===== src/rtl/iack_pkg.sv =====
package iack_pkg;
    typedef enum logic [1:0] {
        SEQ_IDLE = 2'd0,
        SEQ_ACK1 = 2'd1,
        SEQ_GAP  = 2'd2,
        SEQ_ACK2 = 2'd3
    } seq_state_e;

    localparam logic [1:0] ADDR_VEC_CLR  = 2'd0;
    localparam logic [1:0] ADDR_VEC_PEEK = 2'd1;
    localparam logic [1:0] ADDR_CAS      = 2'd2;
    localparam logic [1:0] ADDR_CTRL     = 2'd3;

    localparam int STS_AVAIL_BIT = 0;
    localparam int STS_EN_BIT    = 1;
endpackage


===== src/rtl/iack_seq.sv =====
module iack_seq
    import iack_pkg::*;
#(
    parameter int ACK_LEN = 2,
    parameter int GAP_LEN = 2
) (
    input  logic clk_i,
    input  logic rst_ni,
    input  logic start_i,
    output logic ack_o,
    output logic busy_o,
    output logic sample_o,
    output logic probe_o
);
    localparam int MAXLEN = (ACK_LEN > GAP_LEN) ? ACK_LEN : GAP_LEN;
    localparam int CW     = (MAXLEN > 1) ? $clog2(MAXLEN) : 1;
    localparam logic [CW-1:0] ACK_LAST = CW'(ACK_LEN - 1);
    localparam logic [CW-1:0] GAP_LAST = CW'(GAP_LEN - 1);

    typedef struct packed {
        seq_state_e      state;
        logic [CW-1:0]   cnt;
        logic            probe;
    } seq_t;

    seq_t s_q, s_d;
    logic ack_done;
    logic gap_done;

    always_comb begin
        s_d       = s_q;
        s_d.probe = 1'b0;
        ack_done  = (s_q.cnt == ACK_LAST);
        gap_done  = (s_q.cnt == GAP_LAST);
        sample_o  = 1'b0;
        case (s_q.state)
            SEQ_IDLE: begin
                if (start_i) begin
                    s_d.state = SEQ_ACK1;
                    s_d.cnt   = '0;
                end
            end
            SEQ_ACK1: begin
                if (ack_done) begin
                    s_d.state = SEQ_GAP;
                    s_d.cnt   = '0;
                end else begin
                    s_d.cnt = s_q.cnt + 1'b1;
                end
            end
            SEQ_GAP: begin
                if (gap_done) begin
                    s_d.state = SEQ_ACK2;
                    s_d.cnt   = '0;
                end else begin
                    s_d.cnt = s_q.cnt + 1'b1;
                end
            end
            SEQ_ACK2: begin
                if (ack_done) begin
                    sample_o  = 1'b1;
                    s_d.state = SEQ_IDLE;
                    s_d.cnt   = '0;
                    s_d.probe = 1'b1;
                end else begin
                    s_d.cnt = s_q.cnt + 1'b1;
                end
            end
            default: s_d.state = SEQ_IDLE;
        endcase
    end

    always_ff @(posedge clk_i) begin
        if (!rst_ni) begin
            s_q.state <= SEQ_IDLE;
            s_q.cnt   <= '0;
            s_q.probe <= 1'b0;
        end else begin
            s_q <= s_d;
        end
    end

    assign ack_o   = (s_q.state == SEQ_ACK1) || (s_q.state == SEQ_ACK2);
    assign busy_o  = (s_q.state != SEQ_IDLE);
    assign probe_o = s_q.probe;

    // probe lasts a single clock
    p_probe_single_r11: assert property (@(posedge clk_i) disable iff (!rst_ni)
        probe_o |=> !probe_o);
    // end of the window is always marked by the probe pulse
    p_sync_end_probe_r11: assert property (@(posedge clk_i) disable iff (!rst_ni)
        $fell(busy_o) |-> probe_o);
    // acknowledge is only driven inside the window
    p_ack_in_window_r2: assert property (@(posedge clk_i) disable iff (!rst_ni)
        $rose(ack_o) && !$past(busy_o) |-> $past(start_i));
endmodule


===== src/rtl/iack_trigger.sv =====
module iack_trigger (
    input  logic clk_i,
    input  logic rst_ni,
    input  logic irq_i,
    input  logic enable_i,
    input  logic avail_i,
    input  logic force_i,
    input  logic busy_i,
    output logic start_o
);
    typedef struct packed {
        logic irq;
    } trig_t;

    trig_t t_q, t_d;
    logic  irq_rise;

    always_comb begin
        t_d.irq  = irq_i;
        irq_rise = irq_i && !t_q.irq;
        start_o  = !busy_i && (force_i || (irq_rise && enable_i && !avail_i));
    end

    always_ff @(posedge clk_i) begin
        if (!rst_ni) t_q.irq <= 1'b0;
        else         t_q     <= t_d;
    end

    // a request edge never starts a sequence while a vector is held
    p_locked_out_r5: assert property (@(posedge clk_i) disable iff (!rst_ni)
        (start_o && !force_i) |-> (!avail_i && enable_i));
endmodule


===== src/rtl/iack_regs.sv =====
module iack_regs
    import iack_pkg::*;
#(
    parameter int VEC_W = 8,
    parameter int CAS_W = 3
) (
    input  logic             clk_i,
    input  logic             rst_ni,
    input  logic             sample_i,
    input  logic [VEC_W-1:0] vec_i,
    input  logic [CAS_W-1:0] cas_i,
    input  logic             rd_i,
    input  logic             wr_i,
    input  logic [1:0]       addr_i,
    input  logic             wdata_i,
    output logic [VEC_W-1:0] rdata_o,
    output logic             avail_o,
    output logic             enable_o,
    output logic             force_o
);
    typedef struct packed {
        logic [VEC_W-1:0] vec;
        logic [CAS_W-1:0] cas;
        logic             avail;
        logic             enable;
    } store_t;

    store_t r_q, r_d;
    logic   rd_clr;

    always_comb begin
        r_d     = r_q;
        rd_clr  = rd_i && (addr_i == ADDR_VEC_CLR);
        force_o = wr_i && (addr_i == ADDR_VEC_CLR);
        if (wr_i && (addr_i == ADDR_CTRL)) r_d.enable = wdata_i;
        if (sample_i) begin
            r_d.vec   = vec_i;
            r_d.cas   = cas_i;
            r_d.avail = 1'b1;
        end else if (rd_clr) begin
            r_d.avail = 1'b0;
        end

        rdata_o = '0;
        case (addr_i)
            ADDR_VEC_CLR, ADDR_VEC_PEEK: rdata_o = r_q.vec;
            ADDR_CAS:  rdata_o[CAS_W-1:0] = r_q.cas;
            default: begin
                rdata_o[STS_AVAIL_BIT] = r_q.avail;
                rdata_o[STS_EN_BIT]    = r_q.enable;
            end
        endcase
    end

    always_ff @(posedge clk_i) begin
        if (!rst_ni) begin
            r_q.vec    <= '0;
            r_q.cas    <= '0;
            r_q.avail  <= 1'b0;
            r_q.enable <= 1'b1;
        end else begin
            r_q <= r_d;
        end
    end

    assign avail_o  = r_q.avail;
    assign enable_o = r_q.enable;

    // the flag only rises from a completed capture
    p_avail_src_r4: assert property (@(posedge clk_i) disable iff (!rst_ni)
        $rose(avail_o) |-> $past(sample_i));
    // clearing read drops the flag
    p_clear_read_r6: assert property (@(posedge clk_i) disable iff (!rst_ni)
        (rd_i && addr_i == ADDR_VEC_CLR && !sample_i) |=> !avail_o);
    // peek read keeps the flag
    p_peek_keep_r7: assert property (@(posedge clk_i) disable iff (!rst_ni)
        (rd_i && addr_i == ADDR_VEC_PEEK && !sample_i) |=> $stable(avail_o));
endmodule


===== src/rtl/iack_capture_unit.sv =====
module iack_capture_unit
    import iack_pkg::*;
#(
    parameter int VEC_W   = 8,
    parameter int CAS_W   = 3,
    parameter int ACK_LEN = 2,
    parameter int GAP_LEN = 2
) (
    input  logic             clk_i,
    input  logic             rst_ni,
    input  logic             irq_i,
    output logic             ack_o,
    input  logic [VEC_W-1:0] ctl_vec_i,
    input  logic [CAS_W-1:0] ctl_cas_i,
    output logic             sync_o,
    output logic             probe_o,
    input  logic             host_rd_i,
    input  logic             host_wr_i,
    input  logic [1:0]       host_addr_i,
    input  logic             host_wdata_i,
    output logic [VEC_W-1:0] host_rdata_o
);
    logic start, busy, sample, avail, enable, force_req;

    iack_trigger u_trig (
        .clk_i    (clk_i),
        .rst_ni   (rst_ni),
        .irq_i    (irq_i),
        .enable_i (enable),
        .avail_i  (avail),
        .force_i  (force_req),
        .busy_i   (busy),
        .start_o  (start)
    );

    iack_seq #(.ACK_LEN(ACK_LEN), .GAP_LEN(GAP_LEN)) u_seq (
        .clk_i    (clk_i),
        .rst_ni   (rst_ni),
        .start_i  (start),
        .ack_o    (ack_o),
        .busy_o   (busy),
        .sample_o (sample),
        .probe_o  (probe_o)
    );

    iack_regs #(.VEC_W(VEC_W), .CAS_W(CAS_W)) u_regs (
        .clk_i    (clk_i),
        .rst_ni   (rst_ni),
        .sample_i (sample),
        .vec_i    (ctl_vec_i),
        .cas_i    (ctl_cas_i),
        .rd_i     (host_rd_i),
        .wr_i     (host_wr_i),
        .addr_i   (host_addr_i),
        .wdata_i  (host_wdata_i),
        .rdata_o  (host_rdata_o),
        .avail_o  (avail),
        .enable_o (enable),
        .force_o  (force_req)
    );

    assign sync_o = busy;

    // a forced sequence starts on the next clock when idle
    p_force_starts_r10: assert property (@(posedge clk_i) disable iff (!rst_ni)
        (host_wr_i && host_addr_i == ADDR_VEC_CLR && !sync_o) |=> $rose(sync_o));
    // with capture disabled, only a force can open a window
    p_disabled_r9: assert property (@(posedge clk_i) disable iff (!rst_ni)
        ($rose(sync_o) && !$past(enable)) |-> $past(host_wr_i && host_addr_i == ADDR_VEC_CLR));
endmodule


===== config.mk =====
export PLATFORM = sky130hd
export DESIGN_NAME = iack_capture_unit
export DESIGN_NICKNAME = d
export VERILOG_FILES = /design/src/rtl/iack_pkg.sv /design/src/rtl/iack_seq.sv /design/src/rtl/iack_trigger.sv /design/src/rtl/iack_regs.sv /design/src/rtl/iack_capture_unit.sv
export SDC_FILE = /design/constraint.sdc
export NUM_CORES = 1
export LEC_CHECK = 0
export ABC_AREA = 1
export BUFFER_PORTS_ARGS = -buffer_cell sky130_fd_sc_hd__buf_2
export CAP_MARGIN = 15
export CORE_MARGIN = 2
export CORE_UTILIZATION = 40
export CTS_CLUSTER_SIZE = 8
export DETAILED_ROUTE_END_ITERATION = 10
export GPL_TIMING_DRIVEN = 0
export HOLD_SLACK_MARGIN = 0.02
export PLACE_DENSITY = 0.66
export SYNTH_ARGS = -nofsm -noshare
export SYNTH_HDL_FRONTEND = slang
export SYNTH_SLANG_ARGS = --single-unit

===== constraint.sdc =====
create_clock -name clk_i -period 2.55 [get_ports clk_i]
set_input_delay 0.3825 -clock clk_i [delete_from_list [all_inputs] [get_ports clk_i]]
set_output_delay 0.3825 -clock clk_i [all_outputs]
set_load 0.1 [all_outputs]

-- Word level (Yosys, flattened, before mapping)
Cells that the tools add are included.
- equality and inequality tests: 10
- shifts and indexed selects: 0
- multiply operators: 0
- reductions and logical operators: 18
- bitwise gates (word level): 0
- div/mod/pow operators: 0
- order comparisons: 0
- $add $sub $neg: 1
- muxes and demuxes: 13
- operators with widths (kind ; number):
    3-bit case mux with 4 select lines ; 1
    2-bit == test (second input constant) ; 4
    1-bit logical AND ; 7
    2-bit two-way mux ; 3
    2-bit by 1-bit != test with 1-bit output (second input constant) ; 3
    1-bit two-way mux ; 5
    5-bit two-way mux ; 1
    2-bit by 1-bit == test with 1-bit output (second input constant) ; 2
    2-bit logical NOT ; 2
    2-bit case mux with 2 select lines ; 1
    4-bit AND reduction ; 1
    2-bit nonzero test ; 2
    1-bit logical NOT ; 3
    3-bit two-way mux ; 1
    1-bit logical OR ; 2
    2-bit != test (second input constant) ; 1
    1-bit case mux with 2 select lines ; 1
    2-bit OR reduction ; 1
    1-bit adder (second input constant) ; 1
- memory bits (writable): 0
- memories: 0
- memory bits (read-only): 0
- word-level logic and storage cells: 50
- output and inout port bits: 11
- bits in latches: 0
- register bits: 18

-- Logic depth before layout (Yosys ltp)
Gate-level depths: netlist of the first run.
- depth in word-level cells: 8
- gate-level depth with buffers: 8

-- Modules after synthesis
From an unflattened synthesis of the first run, not the netlist that was laid out.
- cells, all modules: 126
- area total of the unflattened synthesis: 872.1 um^2
- modules (own cells, without submodules) (module ; seq. area each (um^2) ; instances ; cells an instance ; area an instance (um^2)):
    iack_regs ; 260.2 ; 1 ; 78 ; 555.5
    iack_seq ; 80.1 ; 1 ; 39 ; 259.0
    iack_trigger ; 20.0 ; 1 ; 9 ; 57.6

-- Worst setup path before layout of the first run
OpenSTA, ideal clock, no wires.
- path type: input to output
- start point: input host_addr_i[1]
- end point: output host_rdata_o[3]
- path buffers: 1
- data arrival time: 1.807 ns
- stages on the path: 2
- path slack: 0.360 ns
- data required time: 2.168 ns
- cell sequence: buf_2 nor2_1
- word-level cells in the longest chain between the ends: 3
- ends and longest elaborated chain (item ; RTL line ; RTL):
    from (decl) ; iack_capture_unit.sv:19 ; input logic [1:0] host_addr_i,
    2-bit by 1-bit == test with 1-bit output / 2-bit logical NOT (equally long branches) ; iack_regs.sv:45 ; case (addr_i)
    2-bit OR reduction (*) ; iack_regs.sv:45 ;
    5-bit two-way mux (*) ; iack_regs.sv:45 ;
    to (decl) ; iack_capture_unit.sv:21 ; output logic [VEC_W-1:0] host_rdata_o
Mark *: on every way between the ends. The rest lies on a longest branch, timed or not.

-- Final worst setup path of the first run
- start point: register u_seq.s_q[2] (netlist name)
- end point: output sync_o
- word-level cells in the longest chain between the ends: 1
- ends and longest elaborated chain (item ; RTL line ; RTL):
    from (decl) ; iack_seq.sv:26 ; seq_t s_q, s_d;
    2-bit nonzero test ; iack_seq.sv:84 ; assign busy_o = (s_q.state != SEQ_IDLE);
    to (decl) ; iack_capture_unit.sv:15 ; output logic sync_o,
Every way passes these cells.

==> results of run 1 <==
==> final cells by class <==
| class | count | area [um2] |
|---|---|---|
| Fill cell | 214 | 930 |
| Multi-Input combinational cell | 79 | 418 |
| Tap cell | 27 | 33.8 |
| Inverter | 20 | 75.1 |
| Timing Repair Buffer | 29 | 145 |
| Sequential cell | 18 | 360 |
| Buffer | 3 | 23.8 |
| Clock buffer | 4 | 36.3 |
==> through the flow <==
stage | total power [W] | hold slack, ns
final | 0.000997 | 0.278
after global routing | 0.00107 | 0.280
after CTS | 0.00101 | 0.264
after detailed placement | 0.000831 | 0.443
after global placement | 0.000820 | 0.439
after floorplan | 0.000749 | 0.430
==> layer usage <==
metal	vias to the layer above	GRT usage	part of all wire
met3	4	0.0322	0.063
met4	0	0.0676	0.017
met1	353	0.172	0.48
met2	25	0.268	0.44
li1	445	-	-
met5	-	0	0
==> cells by family after synthesis <==
logic type / after synthesis / share of synthesized area
AOI/OAI and AO/OA: 23 / 0.136
and+or+nand+nor: 51 / 0.270
buffers and inverters: 23 / 0.113
adders and majority gates: 5 / 0.0713
DFF: 18 / 0.411
==> worst max path at each step <==
| stage | start | endpoint | slack (ns) |
|---|---|---|---|
| after global routing | u_seq.s_q[2] | sync_o | 0.55 |
| after CTS | u_seq.s_q[2] | sync_o | 0.63 |
| after detailed placement | host_addr_i[1] | host_rdata_o[0] | 0.84 |
| after floorplan | host_addr_i[1] | host_rdata_o[3] | 0.36 |
| final | u_seq.s_q[2] | sync_o | 0.67 |
| after global placement | host_addr_i[1] | host_rdata_o[0] | 0.84 |
==> synthesized netlist by cell type (2+ instances only) <==
library cell	number	area (um2)
ha_1	5	62.6
nor2_1	24	90.1
nand2_2	2	12.5
inv_2	3	11.3
a21oi_1	9	45.0
nand2_1	11	41.3
o21ai_1	13	65.1
dfxtp_1	18	360
nand3_1	10	50.1
inv_1	17	63.8
==> worst max-delay path, cell delays in order (launching register included) <==
cell     delay, ns
dfxtp_1       0.39
inv_1         0.10
ha_1          0.25
inv_1         0.06
buf_2         0.41
==> report_power, final <==
part           internal, W  total (W)  switching (W)
Combinational     0.000130   0.000486       0.000356
Sequential        0.000312   0.000335      0.0000225
Clock            0.0000870   0.000176      0.0000888
==> state kept, by name (all words and copies together), names as in the netlist <==
signal / count
u_trig.t_q: 1
u_regs.enable_o: 1
u_seq.probe_o: 1
u_seq.ack_done: 1
u_regs.r_q: 11
u_regs.avail_o: 1
u_seq.s_q: 2
==> flow_summary.toml, run 1 <==
[setup_path]
start_kind = "flop"
end_kind = "primary output"
crit_required_ns = 2.17
cp_max_fo = 4
rr_startpoint = "u_seq.s_q[2]"
timing_worst_setup_path_type = "reg2out"
ff2ff_setup_slack_ns = 1.27
crit_arrival_ns = 1.50
reg2reg_to = "u_seq.s_q[2]"
r2r_cells = 7

[yosys]
synth_edf_count = 0
syn-cell-area_um2 = 877
ys_warn_count = 0
synthFlopType = "dfxtp_1"
ys_seq_area_frac = 0.411
yosys.cell_types.count = 18
ys_ff_latch = 18
ys_async_sr_fraction = 0
synth_cells = 120
syn_avg_cell_area_um2 = 7.31
synth_nets = 144

[worst_hold_path]
min_to = "u_trig.t_q"
min_path_type = "in2reg"
hold_start = "irq_i"
min_delay_path_depth = 3

[drt]
wl_per_cell_um = 9.48
ant_nets = 0
drc_errors = 0
viasPerCell = 4.59
dr_total_vias = 827
wl_um = 1710
first_iter_violations = 2
first_pass_iters = 4

[final_layout]
layout_commonest_cell = "buf_2"
syn_to_final_growth_pct = 24.5
final_util = 0.540
diodes = 0
design_area_mm2 = 0.00109
drive_above_1_share = 0.294
final_cell_mix = "buf_2, nor2_1, dfxtp_1"
nets = 178
layout.cells.non_filler = 180

[placement]
dp_worst_setup_slack_ns = 0.837
gp_congestion = 0.719
port_buffers = 29
hpwlAfterDp_um = 1370
place_area_mm2 = 0.00106
place_inst = 176

[clock_tree]
worstSkewPairLatency_ns = 0.29
clkSinkCount = 18
postCtsSetupBuffers = 0
cts.path.max_buffers = 2
cts_buffers = 3
cts-root-buf = "clkbuf_4"
postCtsHoldBufs = 0
cts_tree = "done"
h-tree-depth = 1
post_cts_resized = 0
clk_pin_slew_ns = 0.10

[floorplan]
dieArea_mm2 = 0.00258
core-area_mm2 = 0.00202
die_w_um = 50.8
placement_rows = 16
start_util = 0.434
io_pins = 30
die_h_um = 50.8

[outcome]
status = "finished, final reports clean"

[sta]
hold_viol = 0
finalSetupViolCount = 0
finalClockSkew_ns = 0.00132
period_share = 0.739
max_freq_mhz = 531
setup_tns_ns = 0
fin_crit_ns = 1.88
drv_slew = 0
tightest_slew_ns = 0.488
rsz0062_at_grt = "no"
setup_ws_ns = 0.665
relSlewSlack = 0.677

[pwr]
p_leak_nw = 0.556
peakVddDrop_uv = 549
power.density_mw_per_mm2 = 913

[grt]
overflow = 0
grt_pass1_wl_um = 2990
antenna_found_initial = 0
grt_max_degree = 11
grtUsageTotal = 0.150
grt_pass1_vias = 771

[flow_run]
maxCapViolCount = 0
(Power assumes the default switching activity.)
==> inputs of run 2 (changes only) <==
clock period = 1.8 ns   (was 2.55 ns; I/O delays follow)
==> run 2 against run 1 <==
Compared with the run above:
- setup slack got worse by 0.51 ns
- power increased by 43%
- non-clock buffer count did not move
- largest power group unchanged
- clock power rose by 41%
- largest cell class unchanged
==> flow_summary.toml, run 2 (same netlist as run 1, synthesis figures left out) <==
[outcome]
status = "finished, final reports clean"

[final_layout]
syn_to_final_growth_pct = 25.1
top_regs = "u_regs.r_q (11), u_seq.s_q (2)"
final_util = 0.543
diodes = 0
nets = 178
layout.cells.non_filler = 180
largest-register = "u_regs.r_q"
layout_commonest_cell = "buf_2"
largest_register_ffs = 11
drive_above_1_share = 0.294
final_cell_mix = "buf_2, nor2_1, dfxtp_1"

[setup_path]
start_kind = "flop"
crit_required_ns = 1.53
reg2reg_to = "u_seq.s_q[2]"
startpoint = "u_seq.s_q[2]"
ff2ff_setup_slack_ns = 0.52
crit_arrival_ns = 1.37
timing_worst_setup_path_type = "reg2out"
r2r_cells = 7
cp_max_fo = 4
rr_startpoint = "u_seq.s_q[2]"
end_kind = "primary output"

[pwr]
seqPwrFrac = 0.332
peakVddDrop_uv = 831
power.density_mw_per_mm2 = 1300
power.switching_w = 0.000664
switching_share = 0.464
comb_power_share = 0.494
pwr-share-clk = 0.174
p_leak_nw = 0.556
intPower_w = 0.000766

[grt]
overflow = 0
grtUsageTotal = 0.150
grt_pass1_wl_um = 2990
antenna_found_initial = 0
grt_pass1_vias = 771
grt_max_degree = 11

[clock_tree]
clk_pin_slew_ns = 0.10
cts.path.max_buffers = 2
post_cts_resized = 1
postCtsSetupBuffers = 0
cts-root-buf = "clkbuf_4"
postCtsHoldBufs = 0
worstSkewPairLatency_ns = 0.29
h-tree-depth = 1
cts_tree = "done"
clkSinkCount = 18
cts_buffers = 3

[floorplan]
io_pins = 30
placement_rows = 16
die_w_um = 50.8
core-area_mm2 = 0.00202
start_util = 0.434
die_h_um = 50.8
dieArea_mm2 = 0.00258

[placement]
dp_worst_setup_slack_ns = 0.312
gp_congestion = 0.719
place_inst = 176
port_buffers = 29
hpwlAfterDp_um = 1370

[sta]
max_freq_mhz = 609
holdWs_ns = 0.166
finalSetupViolCount = 0
finalClockSkew_ns = 0.00132
relSlewSlack = 0.677
setup_ws_ns = 0.157
fin_crit_ns = 1.64
drv_slew = 0
rsz0062_at_grt = "no"
tightest_slew_ns = 0.488
hold_viol = 0
period_share = 0.913

[worst_hold_path]
min_to = "u_trig.t_q"
min_path_type = "in2reg"
min_delay_path_depth = 3
hold_start = "irq_i"

[drt]
viasPerCell = 4.59
first_iter_violations = 2
wl_um = 1710
ant_nets = 0
wl_per_cell_um = 9.49
dr_total_vias = 827
first_pass_iters = 4
drc_errors = 0

[flow_run]
maxCapViolCount = 0
==> run 2: changes by cell type in the layout (fill, tap and decap cells not counted), sizes merged <==
cell	delta
clkbuf	+1
buf	-1
==> run 2: layer usage <==
layer  up-vias  part of all wire  wire length (um)  GRT usage
li1        445                 -                 -          -
met1       353              0.48               813      0.172
met2        25              0.44               756      0.268
met3         4             0.063               108     0.0322
met4         0             0.017                29     0.0676
met5         -                 0                 0          0
==> run 2: through the flow <==
step / cell area (um2) / total power (W) / TNS (ns)
6_report: 1100 / 0.00143 / 0
3_5_place_dp: 1060 / 0.00118 / 0
4_1_cts: 1090 / 0.00144 / 0
2_1_floorplan: 877 / 0.00106 / -0.825
5_1_grt: 1100 / 0.00154 / 0
3_3_place_gp: 1060 / 0.00116 / 0
==> run 2: final cells by class <==
cell class / count / area [um2]
multi-input cells: 79 / 418
inverters: 20 / 75.1
repair buffers: 29 / 150
plain buffers: 3 / 23.8
clock buffers: 4 / 36.3
well taps: 27 / 33.8
flip-flops and latches: 18 / 360
fillers: 214 / 925
==> run 2: worst max-delay path by stage <==
stage	endpoint	slack [ns]	cells after the start
floorplan	host_rdata_o[3]	-0.16	2
global placement	host_rdata_o[0]	0.31	5
detailed placement	host_rdata_o[0]	0.31	5
CTS	ack_o	0.06	5
global route	sync_o	0.04	4
finish	sync_o	0.16	4
==> run 2: power by group through the flow <==
stage               sequential (W)  clock, W  combinational (W)
detailed placement        0.000485         0           0.000693
global placement          0.000485         0           0.000677
global route              0.000481  0.000278           0.000777
floorplan                 0.000482         0           0.000579
finish                    0.000475  0.000249           0.000706
CTS                       0.000475  0.000263           0.000704
==> run 2: worst max-delay path, stage by stage (launching register included) <==
cell and delay [ns]:
dfxtp_1 0.39, inv_1 0.10, ha_1 0.25, inv_1 0.06, buf_4 0.28
